<file path="src/rtl/dbgtrig_pkg.sv">
// Package: shared constants and helper functions for the debug trigger bank.
// Assumes XLEN is 32 or 64 and that masks are truncated to XLEN by the user.
package dbgtrig_pkg;

    typedef enum logic [3:0] {
        TK_NONE     = 4'd0,
        TK_MATCH    = 4'd2,
        TK_ICOUNT   = 4'd3,
        TK_IRQ      = 4'd4,
        TK_EXC      = 4'd5,
        TK_MATCH6   = 4'd6,
        TK_EXTSRC   = 4'd7,
        TK_UNAVAIL  = 4'd15
    } trig_kind_e;

    // CSR addresses
    localparam logic [11:0] A_SEL  = 12'h7A0;
    localparam logic [11:0] A_CTRL = 12'h7A1;
    localparam logic [11:0] A_CMP  = 12'h7A2;
    localparam logic [11:0] A_AUX  = 12'h7A3;
    localparam logic [11:0] A_CAP  = 12'h7A4;

    // Capability value: bits for the two match kinds
    localparam logic [63:0] CAP_VALUE = 64'h44;

    // Field masks (XLEN-independent low fields)
    localparam logic [63:0] KEEP_K2    = 64'h0000_005F;
    localparam logic [63:0] SIZE_K2_LO = 64'h0003_0000;
    localparam logic [63:0] SIZE_K2_HI = 64'h0060_0000;
    localparam logic [63:0] KEEP_K6    = 64'h0180_005F;
    localparam logic [63:0] SIZE_K6    = 64'h000F_0000;

    // Size codes with a supported access width: any, 1, 2, 4, 8 bytes
    function automatic logic size_ok(input logic [3:0] code);
        return (code <= 4'd3) || (code == 4'd5);
    endfunction

    // Which data word (1..3) a trigger kind makes accessible
    function automatic logic reg_present(input logic [3:0] kind, input logic [1:0] idx);
        case (kind)
            TK_MATCH, TK_MATCH6, TK_IRQ, TK_EXC, TK_UNAVAIL: return idx != 2'd0;
            TK_ICOUNT: return (idx == 2'd1) || (idx == 2'd3);
            TK_EXTSRC: return idx == 2'd1;
            default:   return 1'b0;
        endcase
    endfunction

endpackage

</file>
<file path="src/rtl/dbgtrig_legalize.sv">
// Module: turns a raw control-word write value into the value to store.
// Assumes XLEN is 32 or 64. Purely combinational; accept_o is low for any
// kind other than the two address-match kinds.
module dbgtrig_legalize
    import dbgtrig_pkg::*;
#(
    parameter int XLEN = 32
) (
    input  logic [XLEN-1:0] wdata,
    output logic            accept_o,
    output logic [XLEN-1:0] legal_o
);
    localparam int KIND_LSB = XLEN - 4;
    localparam logic [XLEN-1:0] M_KEEP2 = XLEN'(KEEP_K2);
    localparam logic [XLEN-1:0] M_SZ2   = (XLEN > 32) ? XLEN'(SIZE_K2_LO | SIZE_K2_HI)
                                                      : XLEN'(SIZE_K2_LO);
    localparam logic [XLEN-1:0] M_KEEP6 = XLEN'(KEEP_K6);
    localparam logic [XLEN-1:0] M_SZ6   = XLEN'(SIZE_K6);

    logic [3:0]      kind;
    logic [3:0]      size2;
    logic [3:0]      size6;
    logic [XLEN-1:0] kind_bits;

    // Extract kind and size codes from the written value
    always_comb begin
        kind      = wdata[XLEN-1 -: 4];
        size2     = (XLEN > 32) ? {wdata[22:21], wdata[17:16]} : {2'b00, wdata[17:16]};
        size6     = wdata[19:16];
        kind_bits = {kind, {KIND_LSB{1'b0}}};
    end

    // Build the stored word field by field
    always_comb begin
        accept_o = 1'b0;
        legal_o  = '0;
        if (kind == TK_MATCH) begin
            accept_o = 1'b1;
            legal_o  = kind_bits | (wdata & M_KEEP2) |
                       (size_ok(size2) ? (wdata & M_SZ2) : '0);
        end else if (kind == TK_MATCH6) begin
            accept_o = 1'b1;
            legal_o  = kind_bits | (wdata & M_KEEP6) |
                       (size_ok(size6) ? (wdata & M_SZ6) : '0);
        end
    end
endmodule

</file>
<file path="src/rtl/dbgtrig_slot.sv">
// Module: storage for one trigger, a control word and a compare value.
// Assumes the writer only presents legalized control words. Resets to
// kind 2 with all fields zero.
module dbgtrig_slot
    import dbgtrig_pkg::*;
#(
    parameter int XLEN = 32
) (
    input  logic            clk,
    input  logic            rst_n,
    input  logic            wr_ctrl,
    input  logic [XLEN-1:0] ctrl_new,
    input  logic            wr_cmp,
    input  logic [XLEN-1:0] cmp_new,
    output logic [XLEN-1:0] ctrl_q,
    output logic [XLEN-1:0] cmp_q
);
    localparam int KIND_LSB = XLEN - 4;
    localparam logic [XLEN-1:0] RESET_CTRL = {TK_MATCH, {KIND_LSB{1'b0}}};
    localparam logic [XLEN-1:0] M_KIND  = {4'hF, {KIND_LSB{1'b0}}};
    localparam logic [XLEN-1:0] OK_K2   = M_KIND | XLEN'(KEEP_K2) |
        ((XLEN > 32) ? XLEN'(SIZE_K2_LO | SIZE_K2_HI) : XLEN'(SIZE_K2_LO));
    localparam logic [XLEN-1:0] OK_K6   = M_KIND | XLEN'(KEEP_K6) | XLEN'(SIZE_K6);

    // Control word register
    always_ff @(posedge clk) begin
        if (!rst_n)       ctrl_q <= RESET_CTRL;
        else if (wr_ctrl) ctrl_q <= ctrl_new;
    end

    // Compare value register
    always_ff @(posedge clk) begin
        if (!rst_n)      cmp_q <= '0;
        else if (wr_cmp) cmp_q <= cmp_new;
    end

    // only match kinds are ever stored
    a_r6_kind_match: assert property (@(posedge clk) disable iff (!rst_n)
        (ctrl_q[XLEN-1 -: 4] == TK_MATCH) || (ctrl_q[XLEN-1 -: 4] == TK_MATCH6));

    // kind 2 word has no bits outside its kept fields
    a_r4_k2_clean: assert property (@(posedge clk) disable iff (!rst_n)
        (ctrl_q[XLEN-1 -: 4] == TK_MATCH) |-> ((ctrl_q & ~OK_K2) == '0));

    // kind 6 word has no stray bits and a supported size code
    a_r5_k6_clean: assert property (@(posedge clk) disable iff (!rst_n)
        (ctrl_q[XLEN-1 -: 4] == TK_MATCH6) |->
            (((ctrl_q & ~OK_K6) == '0) && size_ok(ctrl_q[19:16])));
endmodule

</file>
<file path="src/rtl/dbgtrig_bank.sv">
// Module: top of the debug trigger register bank. Decodes the CSR port,
// holds the select register, instantiates one slot per trigger and exports
// stored values. Assumes at most one write per cycle; reads are combinational.
module dbgtrig_bank
    import dbgtrig_pkg::*;
#(
    parameter int XLEN     = 32,
    parameter int NUM_TRIG = 2
) (
    input  logic                     clk,
    input  logic                     rst_n,
    input  logic [11:0]              csr_addr,
    input  logic [XLEN-1:0]          csr_wdata,
    input  logic                     csr_we,
    output logic [XLEN-1:0]          csr_rdata,
    output logic [NUM_TRIG*XLEN-1:0] trig_ctrl_o,
    output logic [NUM_TRIG*XLEN-1:0] trig_cmp_o
);
    localparam int SEL_W = (NUM_TRIG > 1) ? $clog2(NUM_TRIG) : 1;

    logic [SEL_W-1:0] sel_q;
    logic [XLEN-1:0]  ctrl_arr [NUM_TRIG];
    logic [XLEN-1:0]  cmp_arr  [NUM_TRIG];
    logic [XLEN-1:0]  ctrl_sel;
    logic [XLEN-1:0]  cmp_sel;
    logic [3:0]       kind_sel;
    logic             leg_accept;
    logic [XLEN-1:0]  leg_value;
    logic             wr_sel_ok;
    logic             wr_ctrl_any;
    logic             wr_cmp_any;

    // Selected trigger view and write qualification
    always_comb begin
        ctrl_sel    = ctrl_arr[sel_q];
        cmp_sel     = cmp_arr[sel_q];
        kind_sel    = ctrl_sel[XLEN-1 -: 4];
        wr_sel_ok   = csr_we && (csr_addr == A_SEL) && (csr_wdata < XLEN'(NUM_TRIG));
        wr_ctrl_any = csr_we && (csr_addr == A_CTRL) && leg_accept;
        wr_cmp_any  = csr_we && (csr_addr == A_CMP) && reg_present(kind_sel, 2'd2);
    end

    // Select register, updated only for in-range values
    always_ff @(posedge clk) begin
        if (!rst_n)         sel_q <= '0;
        else if (wr_sel_ok) sel_q <= csr_wdata[SEL_W-1:0];
    end

    dbgtrig_legalize #(.XLEN(XLEN)) legal_i (
        .wdata    (csr_wdata),
        .accept_o (leg_accept),
        .legal_o  (leg_value)
    );

    for (genvar i = 0; i < NUM_TRIG; i++) begin : g_slot
        dbgtrig_slot #(.XLEN(XLEN)) slot_i (
            .clk      (clk),
            .rst_n    (rst_n),
            .wr_ctrl  (wr_ctrl_any && (sel_q == SEL_W'(i))),
            .ctrl_new (leg_value),
            .wr_cmp   (wr_cmp_any && (sel_q == SEL_W'(i))),
            .cmp_new  (csr_wdata),
            .ctrl_q   (ctrl_arr[i]),
            .cmp_q    (cmp_arr[i])
        );
        assign trig_ctrl_o[i*XLEN +: XLEN] = ctrl_arr[i];
        assign trig_cmp_o[i*XLEN +: XLEN]  = cmp_arr[i];
    end

    // Read multiplexer
    always_comb begin
        case (csr_addr)
            A_SEL:   csr_rdata = {{(XLEN-SEL_W){1'b0}}, sel_q};
            A_CTRL:  csr_rdata = reg_present(kind_sel, 2'd1) ? ctrl_sel : '0;
            A_CMP:   csr_rdata = reg_present(kind_sel, 2'd2) ? cmp_sel : '0;
            A_CAP:   csr_rdata = XLEN'(CAP_VALUE);
            default: csr_rdata = '0;
        endcase
    end

    // select never leaves the implemented range
    a_r2_sel_range: assert property (@(posedge clk) disable iff (!rst_n)
        int'(sel_q) < NUM_TRIG);

    // out-of-range select write keeps the old value
    a_r2_sel_hold: assert property (@(posedge clk) disable iff (!rst_n)
        (csr_we && (csr_addr == A_SEL) && (csr_wdata >= XLEN'(NUM_TRIG))) |=> $stable(sel_q));

    // a write of an unsupported kind leaves all control words alone
    a_r6_kind_ignored: assert property (@(posedge clk) disable iff (!rst_n)
        (csr_we && (csr_addr == A_CTRL) && (csr_wdata[XLEN-1 -: 4] != TK_MATCH) &&
         (csr_wdata[XLEN-1 -: 4] != TK_MATCH6)) |=> $stable(trig_ctrl_o));

    // third data word writes change no exported state
    a_r8_aux_no_effect: assert property (@(posedge clk) disable iff (!rst_n)
        (csr_we && (csr_addr == A_AUX)) |=> ($stable(trig_ctrl_o) && $stable(trig_cmp_o)));
endmodule

</file>
<file path="config.mk">
export PLATFORM = sky130hd
export DESIGN_NAME = dbgtrig_bank
export DESIGN_NICKNAME = d
export VERILOG_FILES = /design/src/rtl/dbgtrig_pkg.sv /design/src/rtl/dbgtrig_legalize.sv /design/src/rtl/dbgtrig_slot.sv /design/src/rtl/dbgtrig_bank.sv
export SDC_FILE = /design/constraint.sdc
export NUM_CORES = 1
export LEC_CHECK = 0
export ABC_CLOCK_PERIOD_IN_PS = 2700
export BUFFER_PORTS_ARGS = -buffer_cell sky130_fd_sc_hd__buf_2
export CAP_MARGIN = 20
export CORE_MARGIN = 1
export CORE_UTILIZATION = 40
export CTS_CLUSTER_SIZE = 28
export DETAILED_ROUTE_END_ITERATION = 10
export GPL_TIMING_DRIVEN = 0
export PLACE_DENSITY = 0.71
export SLEW_MARGIN = 25
export SYNTH_ARGS = -nofsm -noshare
export SYNTH_HDL_FRONTEND = slang
export SYNTH_SLANG_ARGS = --single-unit
</file>
<file path="constraint.sdc">
create_clock -name clk -period 2.7 [get_ports clk]
set_clock_uncertainty 0.1 [all_clocks]
set_input_delay 0.135 -clock clk [delete_from_list [all_inputs] [get_ports clk]]
set_output_delay 0.135 -clock clk [all_outputs]
set_load 0.03 [all_outputs]
</file>
==> results.toml, run 1 <==
[floorplanning]
rows = 40
die_h_um = 114
die-area_mm2 = 0.0130
die_x_um = 114
io_pins = 207
core_area_mm2 = 0.0121
initial_core_util_pct = 41.3

[clock_network]
cts_max_level = 3
cts_buffers = 9
cts_tree = "built"
cts_sinks = 97
path_clk_slew_ns = 0.06
clockBufferDepth = 2
clockRootBuffer = "clkbuf_16"
insertion_delay_ns = 0.35

[critical_path]
critPathMaxStageDelay_ns = 0.53
worstRegToRegCells = 7
endpoint_kind = "output pin"
startpoint_type = "flip-flop"
arrival_ns = 2.52
crit_fanout = 10
crit_chain = "buf_6 > mux2i_2 > a211o_2 > a2111o_1 > buf_8 > o22ai_1 > buf_4"
crit_type = "reg -> out"
rrSetupSlack_ns = 0.21
cp.required_ns = 2.47
reg2reg_to = "g_slot[0].slot_i.cmp_q[15]$_SDFFE_PN0P_"
r2r-start = "sel_q$_SDFFE_PN0P_"
slowest_stage = "a2111o_1"

[synthesis]
synth_xor_area_share_pct = 0
synth_flop_cell = "dfxtp_1"
synthArstFlopShare_pct = 0
synth_simple_gate_area_share_pct = 18.6
ys_types = 42
synth-edff-count = 0
synthTopCellsByArea = "dfxtp_1 (39%), mux2i_1 (22%), nand2_1 (7.4%), buf_4 (4.8%), o31ai_1 (3.6%)"
avgSynthCellArea_um2 = 8.98
syn_inst = 557
yosys.area.top_type = "dfxtp_1"
syn_area_mm2 = 0.00500
synth_top_area_share_pct = 38.8
synth_fa_ha_area_share_pct = 0
synth_most_common_cell = "mux2i_1"
seq_area_frac_synth_pct = 38.8
synth_top_family_by_area = "multiplexers"
yosys_warnings = 0
synthTopCellsByCount = "mux2i_1 (112), nand2_1 (98), dfxtp_1 (97)"
synth_compound_area_share_pct = 10.4
synthMuxAreaShare_pct = 22.4
ys_ff_latch = 97

[placed_design]
hpwl_mm = 13.7
io_buffers = 172
place_inst = 928
place_congestion = 0.882
dpl_worst_slack_ns = -0.307

[timing]
final-hold-violation-count = 0
relSlewSlack_pct = 34.6
whs_ns = 0.00786
drv_slew = 0
setup_violations = 6
finalCritPeriodShare_pct = 102
fin_ws_ns = -0.0578
tightest_slew_ns = 0.982
fin_crit_ns = 2.76
rsz0062_at_grt = "true"
fmax_mhz = 363

[global_routing]
track_usage_pct = 27.6
antenna_found_initial = 1
globalRouteOverflowTotal = 0
grt_max_degree = 15
grt_pass1_vias = 5042
grt_pass1_wl_mm = 27.1

[detailed_routing]
dr_wl_met3_mm = 1.82
final_antenna_net_count = 0
drt_iter0_drc = 305
routed_wl_mm = 18.4
wl_met2_mm = 8.54
via_count = 5246
drc_errors = 0
routed_via_density = 5.46
top_layer_used = "met5"
wl_per_cell_um = 19.1
drtPass1Iterations = 5
drt-met1-wl_mm = 7.40

[final_layout]
fill_cells = 1126
antenna_cells = 0
final_cell_count_no_fill = 960
area_delta_synth_final_pct = 38.4
seqCellArea_mm2 = 0.00194
final_net_count = 835
utilization_pct = 57.2
layout-drive-gt1-share_pct = 33.1
multi_input_area_mm2 = 0.00281

[hold_path]
hold_path_depth = 3
hold_end = "g_slot[1].slot_i.cmp_q[25]$_SDFFE_PN0P_"
min-delay-start = "csr_wdata[25]"
hold_class = "in -> reg"

[pwr]
power.density_mw_per_mm2 = 434
total_power_mw = 3.01
irDropWorstVdd_uv = 248
p_leak_nw = 3.07

[run_status]
violations = "setup timing"
outcome = "finished, violations left"

[run]
drv_cap = 0
==> cell families (layout without fill, tap and decap cells) <==
kind of cell	Yosys count	after routing
AO/OA/AOI/OAI	75	75
buffers and inverters	83	287
flip-flops	97	97
multiplexers	112	112
other	1	32
AND/OR/NAND/NOR	189	189
==> final cells by class <==
cell class	count	share of cell area (%)
Buffer	77	7.32
Clock inverter	3	0.578
Multi-Input combinational cell	408	40.6
Inverter	5	0.271
Sequential cell	97	28.1
Clock buffer	12	3.70
Timing Repair Buffer	190	16.4
Tap cell	168	3.04
==> through the flow <==
stage               setup TNS (ns)  cell area (µm²)
floorplan                        0             5120
global route                 -1.01             6930
finish                      -0.171             6930
CTS                              0             6730
detailed placement           -4.53             6200
global placement             -3.53             6190
==> power breakdown <==
group	leakage (nW)	internal, mW	switching [mW]
clock network	0.148	0.761	0.541
logic	2.14	0.0915	0.185
registers	0.781	1.43	0.0000415
total	3.07	2.28	0.726
==> worst max-delay path, delay by kind of cell (launching register included) <==
kind                   cells  cell delay [ns]
DFF                        1             0.34
buffers and inverters      3             0.54
muxes                      1             0.18
AOI/OAI and AO/OA          3             1.09
==> registers in the layout, indices dropped and copies added (netlist names) <==
signal and cells:
g_slot.slot_i.cmp_q 64, g_slot.slot_i.ctrl_q 32, sel_q 1
==> cell usage in the layout, fill, tap and decap left out, types with 7 or more instances in the layout <==
cell type,count
dfxtp_1,96
and3_1,11
nor4_1,9
buf_6,18
a21oi_1,26
buf_2,145
mux2i_1,110
conb_1,32
o31ai_1,24
clkbuf_1,31
o22ai_2,7
nand4_1,28
buf_4,49
clkbuf_16,9
dlygate4sd3_1,15
nand2_1,98
nor2_1,14
==> repair_timing <==
| action | 4_1_cts | 5_1_grt |
|---|---|---|
| pin swaps | 1 | 2 |
| endpoints found under the setup margin | 32 | 31 |
| endpoints found under the hold margin | 25 | 0 |
| resized for setup | 24 | 72 |
| setup buffers | 2 | 1 |
| hold buffers | 15 | 0 |
==> worst max-delay path by stage <==
stage / cells after the start / startpoint / slack [ns] / to
2_1_floorplan: 6 / sel_q$_SDFFE_PN0P_ / 0.14 / csr_rdata[0]
3_3_place_gp: 7 / sel_q$_SDFFE_PN0P_ / -0.26 / csr_rdata[3]
3_5_place_dp: 7 / sel_q$_SDFFE_PN0P_ / -0.31 / csr_rdata[3]
4_1_cts: 7 / sel_q$_SDFFE_PN0P_ / 0.003 / csr_rdata[28]
5_1_grt: 7 / sel_q$_SDFFE_PN0P_ / -0.09 / csr_rdata[31]
6_report: 7 / sel_q$_SDFFE_PN0P_ / -0.06 / csr_rdata[31]
==> metal layers <==
layer,GRT usage [%],up-vias
met5,0,-
met4,13.3,2
met3,7.70,52
met2,45.5,308
met1,33.1,2478
li1,-,2406
Note: power is estimated with default switching activity, not from simulation.
==> inputs of run 2 (changes only) <==
ABC_CLOCK_PERIOD_IN_PS = 2500   (was 2700)
PLACE_DENSITY = 0.74   (was 0.71)
clock period = 2.5 ns   (was 2.7 ns; I/O delays follow)
==> run 2 against run 1 <==
Net effect:
- the run still ends with setup timing left
- cell count up 1.6%
- combinational power up 10%
- sequential cell count unchanged
- hold slack better by 0.0037 ns
- largest cell class unchanged
==> results.toml, run 2 (synthesis gave the netlist of run 1 again) <==
[final_layout]
final_cell_count_no_fill = 975
final_area_mm2 = 0.00718
reg_top3 = "g_slot.slot_i.cmp_q (64), g_slot.slot_i.ctrl_q (32), sel_q (1)"
layout-drive-gt1-share_pct = 33.8
final_common_cell = "buf_2"
antenna_cells = 0
final_net_count = 849
largest_register_ffs = 64
layout_common_cells = "buf_2 (141), mux2i_1 (109), nand2_1 (98)"
fill_cells = 1079
largest_register = "g_slot.slot_i.cmp_q"
area_delta_synth_final_pct = 43.6

[timing]
setup_violations = 32
drv_slew = 0
relSlewSlack_pct = 32.6
fmax_mhz = 374
tightest_slew_ns = 1.01
rsz0062_at_grt = "true"
whs_ns = 0.0116
fin_crit_ns = 2.68
final-hold-violation-count = 0
finalCritPeriodShare_pct = 107
fin_ws_ns = -0.177
tns_ns = -3.92

[global_routing]
globalRouteOverflowTotal = 0
track_usage_pct = 27.3
grt_pass1_vias = 4839
grt_pass1_wl_mm = 26.8
grt_max_degree = 16
antenna_found_initial = 0

[floorplanning]
io_pins = 207
die_x_um = 114
initial_core_util_pct = 41.3
core_area_mm2 = 0.0121
die_h_um = 114
die-area_mm2 = 0.0130
rows = 40

[clock_network]
insertion_delay_ns = 0.34
cts_max_level = 3
cts_tree = "built"
clockBufferDepth = 2
path_clk_slew_ns = 0.07
cts_sinks = 97
clockRootBuffer = "clkbuf_16"
cts_buffers = 9

[detailed_routing]
routed_via_density = 5.35
drtPass1Iterations = 5
wl_met2_mm = 8.31
via_count = 5219
wl_per_cell_um = 18.7
final_antenna_net_count = 0
dr_wl_met3_mm = 1.65
drt-met1-wl_mm = 7.45
top_layer_used = "met4"
drt_iter0_drc = 291
drc_errors = 0
routed_wl_mm = 18.2

[placed_design]
place_congestion = 0.877
place_area_mm2 = 0.00621
hpwl_mm = 13.0
io_buffers = 172
place_inst = 928

[critical_path]
endpoint_kind = "output pin"
arrival_ns = 2.45
startpoint = "sel_q$_SDFFE_PN0P_"
r2r-start = "sel_q$_SDFFE_PN0P_"
crit_type = "reg -> out"
cp.required_ns = 2.28
crit_fanout = 5
startpoint_type = "flip-flop"

[pwr]
irDropWorstVdd_uv = 269
power.density_mw_per_mm2 = 452
total_power_mw = 3.25
p_leak_nw = 3.14

[run_status]
outcome = "finished, violations left"
violations = "setup timing"

[run]
drv_cap = 0

[hold_path]
hold_class = "in -> reg"
min-delay-start = "csr_wdata[19]"
run 2: cell types whose count changed in the layout (fill, tap and decap cells not counted), sizes merged:
cell,delta
buf,+11
clkbuf,-5
clkinvlp,+2
dlygate4sd3,+7
run 2: critical path: stages, from the launching register on:
cell and delay (ns):
dfxtp_2 0.35, buf_6 0.12, and3b_2 0.24, a211o_4 0.33
a2111o_1 0.50, clkbuf_8 0.23, o221ai_2 0.18, buf_6 0.16
run 2: layout make-up:
class | instances | area (µm²) | area share [%]
plain buffers | 76 | 505 | 7.04
multi-input cells | 408 | 2900 | 40.4
flip-flops and latches | 97 | 1940 | 27.1
inverters | 5 | 18.8 | 0.261
clock inverters | 5 | 55.1 | 0.766
repair buffers | 205 | 1300 | 18.2
well taps | 168 | 210 | 2.93
clock buffers | 11 | 243 | 3.38
run 2: where the power goes:
part	leakage, nW	internal (mW)	switching [mW]	total (mW)
clock network	0.142	0.800	0.601	1.40
logic	2.22	0.105	0.198	0.304
registers	0.781	1.54	0.0000450	1.54
run 2: path summary, 6_finish.rpt:
path	slack (ns)	cells past startpoint	endpoint
hold reg to reg	0.37	2	g_slot[1].slot_i.cmp_q[5]$_SDFFE_PN0P_
hold / removal	0.01	3	g_slot[0].slot_i.cmp_q[19]$_SDFFE_PN0P_
setup reg to reg	0.16	8	g_slot[0].slot_i.cmp_q[0]$_SDFFE_PN0P_
setup / recovery	-0.18	7	csr_rdata[0]
run 2: through the flow:
stage                     utilization (%)  setup slack, ns
after detailed placement             51.3           -0.449
after CTS                            58.7          -0.0935
after floorplan                         -          -0.0366
final                                59.3           -0.177
after global routing                 59.3           -0.208
after global placement               51.2           -0.415
run 2: per-layer routing:
metal  GRT usage (%)  vias up
met5               0        -
met4            15.7        0
met3            5.69       55
met2            43.9      298
met1            33.9     2429
li1                -     2437
run 2: what timing repair did:
action / in CTS / in global routing
pin swaps: 4 / 2
buffers inserted: 6 / 4
setup endpoints to repair: 62 / 62
cloned: 1 / 0
resized for setup: 90 / 8
hold buffers: 22 / 0
hold endpoints to repair: 40 / 0
==> inputs of run 3 (changes only) <==
--- a/config.mk
+++ b/config.mk
@@ -7,3 +7,3 @@
 export LEC_CHECK = 0
-export ABC_CLOCK_PERIOD_IN_PS = 2500
+export ABC_CLOCK_PERIOD_IN_PS = 3200
 export BUFFER_PORTS_ARGS = -buffer_cell sky130_fd_sc_hd__buf_2
@@ -15,3 +15,3 @@
 export GPL_TIMING_DRIVEN = 0
-export PLACE_DENSITY = 0.74
+export PLACE_DENSITY = 0.71
 export SLEW_MARGIN = 25
==> constraint.sdc (replaced) <==
create_clock -name clk -period 3.2 [get_ports clk]
set_clock_uncertainty 0.1 [all_clocks]
set_input_delay 0.16 -clock clk [delete_from_list [all_inputs] [get_ports clk]]
set_output_delay 0.16 -clock clk [all_outputs]
set_load 0.05 [all_outputs]
==> run 3 against run 2 <==
Net effect:
- the flow now finishes without violations
- sequential share of layout area rose by 2.5 points
- global-route usage rose by 0.078 points
- design area fell by 8.6%
- critical path type unchanged
- total power fell by 21%
- die area did not move
- core utilization fell by 5.1 points
==> results.toml, run 3 (synthesis gave the netlist of run 1 again) <==
[timing]
tightest_slew_ns = 0.924
setup_violations = 0
fmax_mhz = 322
final-hold-violation-count = 0
whs_ns = 0.00693
fin_crit_ns = 3.11
drv_slew = 0
finalCritPeriodShare_pct = 97.1
relSlewSlack_pct = 38.4

[critical_path]
arrival_ns = 2.85
critPathMaxStageDelay_ns = 0.50
endpoint_kind = "output pin"
crit_type = "reg -> out"
critPathMostFrequentCell = "buf_2"
slowest_stage = "a2111o_1"
cp.required_ns = 2.94
startpoint_type = "flip-flop"
rrSetupSlack_ns = 0.76
crit_fanout = 10
crit_chain = "buf_2 > mux2i_1 > a211o_2 > a2111o_1 > clkbuf_2 > o22ai_1 > buf_2"

[detailed_routing]
drt-met1-wl_mm = 7.25
routed_via_density = 5.44
wl_per_cell_um = 19.0
drt_iter0_drc = 314
routed_wl_mm = 18.0
dr_wl_met3_mm = 1.83
via_count = 5157
drc_errors = 0
drtPass1Iterations = 5
top_layer_used = "met5"
final_antenna_net_count = 0
wl_met2_mm = 8.29

[clock_network]
path_clk_slew_ns = 0.06
cts_sinks = 97
insertion_delay_ns = 0.35
cts_tree = "built"
clockBufferDepth = 2
cts_max_level = 3
clockRootBuffer = "clkbuf_16"
cts_setup_buffers = 0
cts_buffers = 9

[global_routing]
grt_max_degree = 15
antenna_found_initial = 1
grt_pass1_vias = 4993
globalRouteOverflowTotal = 0
track_usage_pct = 27.4
grt_pass1_wl_mm = 26.9

[floorplanning]
io_pins = 207
die_x_um = 114
die_h_um = 114
initial_core_util_pct = 41.3
rows = 40
die-area_mm2 = 0.0130
core_area_mm2 = 0.0121

[pwr]
total_power_mw = 2.56
power.density_mw_per_mm2 = 390
p_leak_nw = 2.98
irDropWorstVdd_uv = 205

[final_layout]
layout-drive-gt1-share_pct = 30.6
reg_top3 = "g_slot.slot_i.cmp_q (64), g_slot.slot_i.ctrl_q (32), sel_q (1)"
utilization_pct = 54.2
seqCellArea_mm2 = 0.00194
final_net_count = 823
layout_common_cells = "buf_2 (172), mux2i_1 (111), nand2_1 (98)"
area_delta_synth_final_pct = 31.3
final_common_cell = "buf_2"
final_cell_count_no_fill = 948
multi_input_area_mm2 = 0.00272
largest_register = "g_slot.slot_i.cmp_q"
fill_cells = 1164
largest_register_ffs = 64
antenna_cells = 0

[placed_design]
place_inst = 928
place_congestion = 0.882
io_buffers = 172
hpwl_mm = 13.7

[run]
drv_cap = 0

[run_status]
outcome = "complete, no violations"

[hold_path]
hold_class = "in -> reg"
==> run 3: cell count changes in the layout (fill, tap and decap cells not counted), sizes merged <==
cell / previous run / this run
buf: 225 / 212
clkbuf: 45 / 50
clkinvlp: 2 / 0
dlygate4sd3: 22 / 5
==> run 3: layout make-up <==
class / instances / area share (%)
Buffer: 78 / 7.18
Clock buffer: 12 / 3.90
Clock inverter: 3 / 0.610
Inverter: 5 / 0.286
Multi-Input combinational cell: 408 / 41.4
Sequential cell: 97 / 29.6
Tap cell: 168 / 3.20
Timing Repair Buffer: 177 / 13.9
==> run 3: stage by stage <==
stage	area [µm²]	setup TNS [ns]	worst slack, ns
floorplan	5120	0	0.192
global placement	6190	0	0.153
detailed placement	6200	0	0.102
CTS	6560	0	0.0209
global route	6570	-0.00429	-0.00429
finish	6570	0	0.0941
==> run 3: worst paths after layout <==
check                                                                to                                   start  depth (start not counted)
worst max-delay path                                       csr_rdata[3]                      sel_q$_SDFFE_PN0P_                          7
worst min-delay path            g_slot[1].slot_i.cmp_q[11]$_SDFFE_PN0P_                           csr_wdata[11]                          3
worst max register to register  g_slot[0].slot_i.cmp_q[15]$_SDFFE_PN0P_                      sel_q$_SDFFE_PN0P_                          6
worst min register to register   g_slot[0].slot_i.cmp_q[5]$_SDFFE_PN0P_  g_slot[0].slot_i.cmp_q[5]$_SDFFE_PN0P_                          2
==> run 3: what timing repair did <==
action	in CTS	in global routing
hold buffers	5	0
endpoints found under the hold margin	6	0
gates resized for setup	4	7
setup endpoints to repair	25	13
==> run 3: where the power goes <==
part | internal (mW) | total [mW] | switching (mW)
clock network | 0.642 | 1.10 | 0.456
registers | 1.21 | 1.21 | 0.0000348
logic | 0.0693 | 0.254 | 0.185
==> run 3: metal layers <==
| metal | vias up | global-route usage [%] |
|---|---|---|
| li1 | 2391 | - |
| met1 | 2434 | 32.9 |
| met2 | 287 | 45.3 |
| met3 | 43 | 7.97 |
| met4 | 2 | 12.3 |
| met5 | - | 0 |
==> run 3: worst max-delay path, delay by kind of cell (launching register included) <==
family                 cells  cell delay (ns)
buffers and inverters      3             0.87
AOI/OAI and AO/OA          3             1.11
DFF                        1             0.36
muxes                      1             0.17
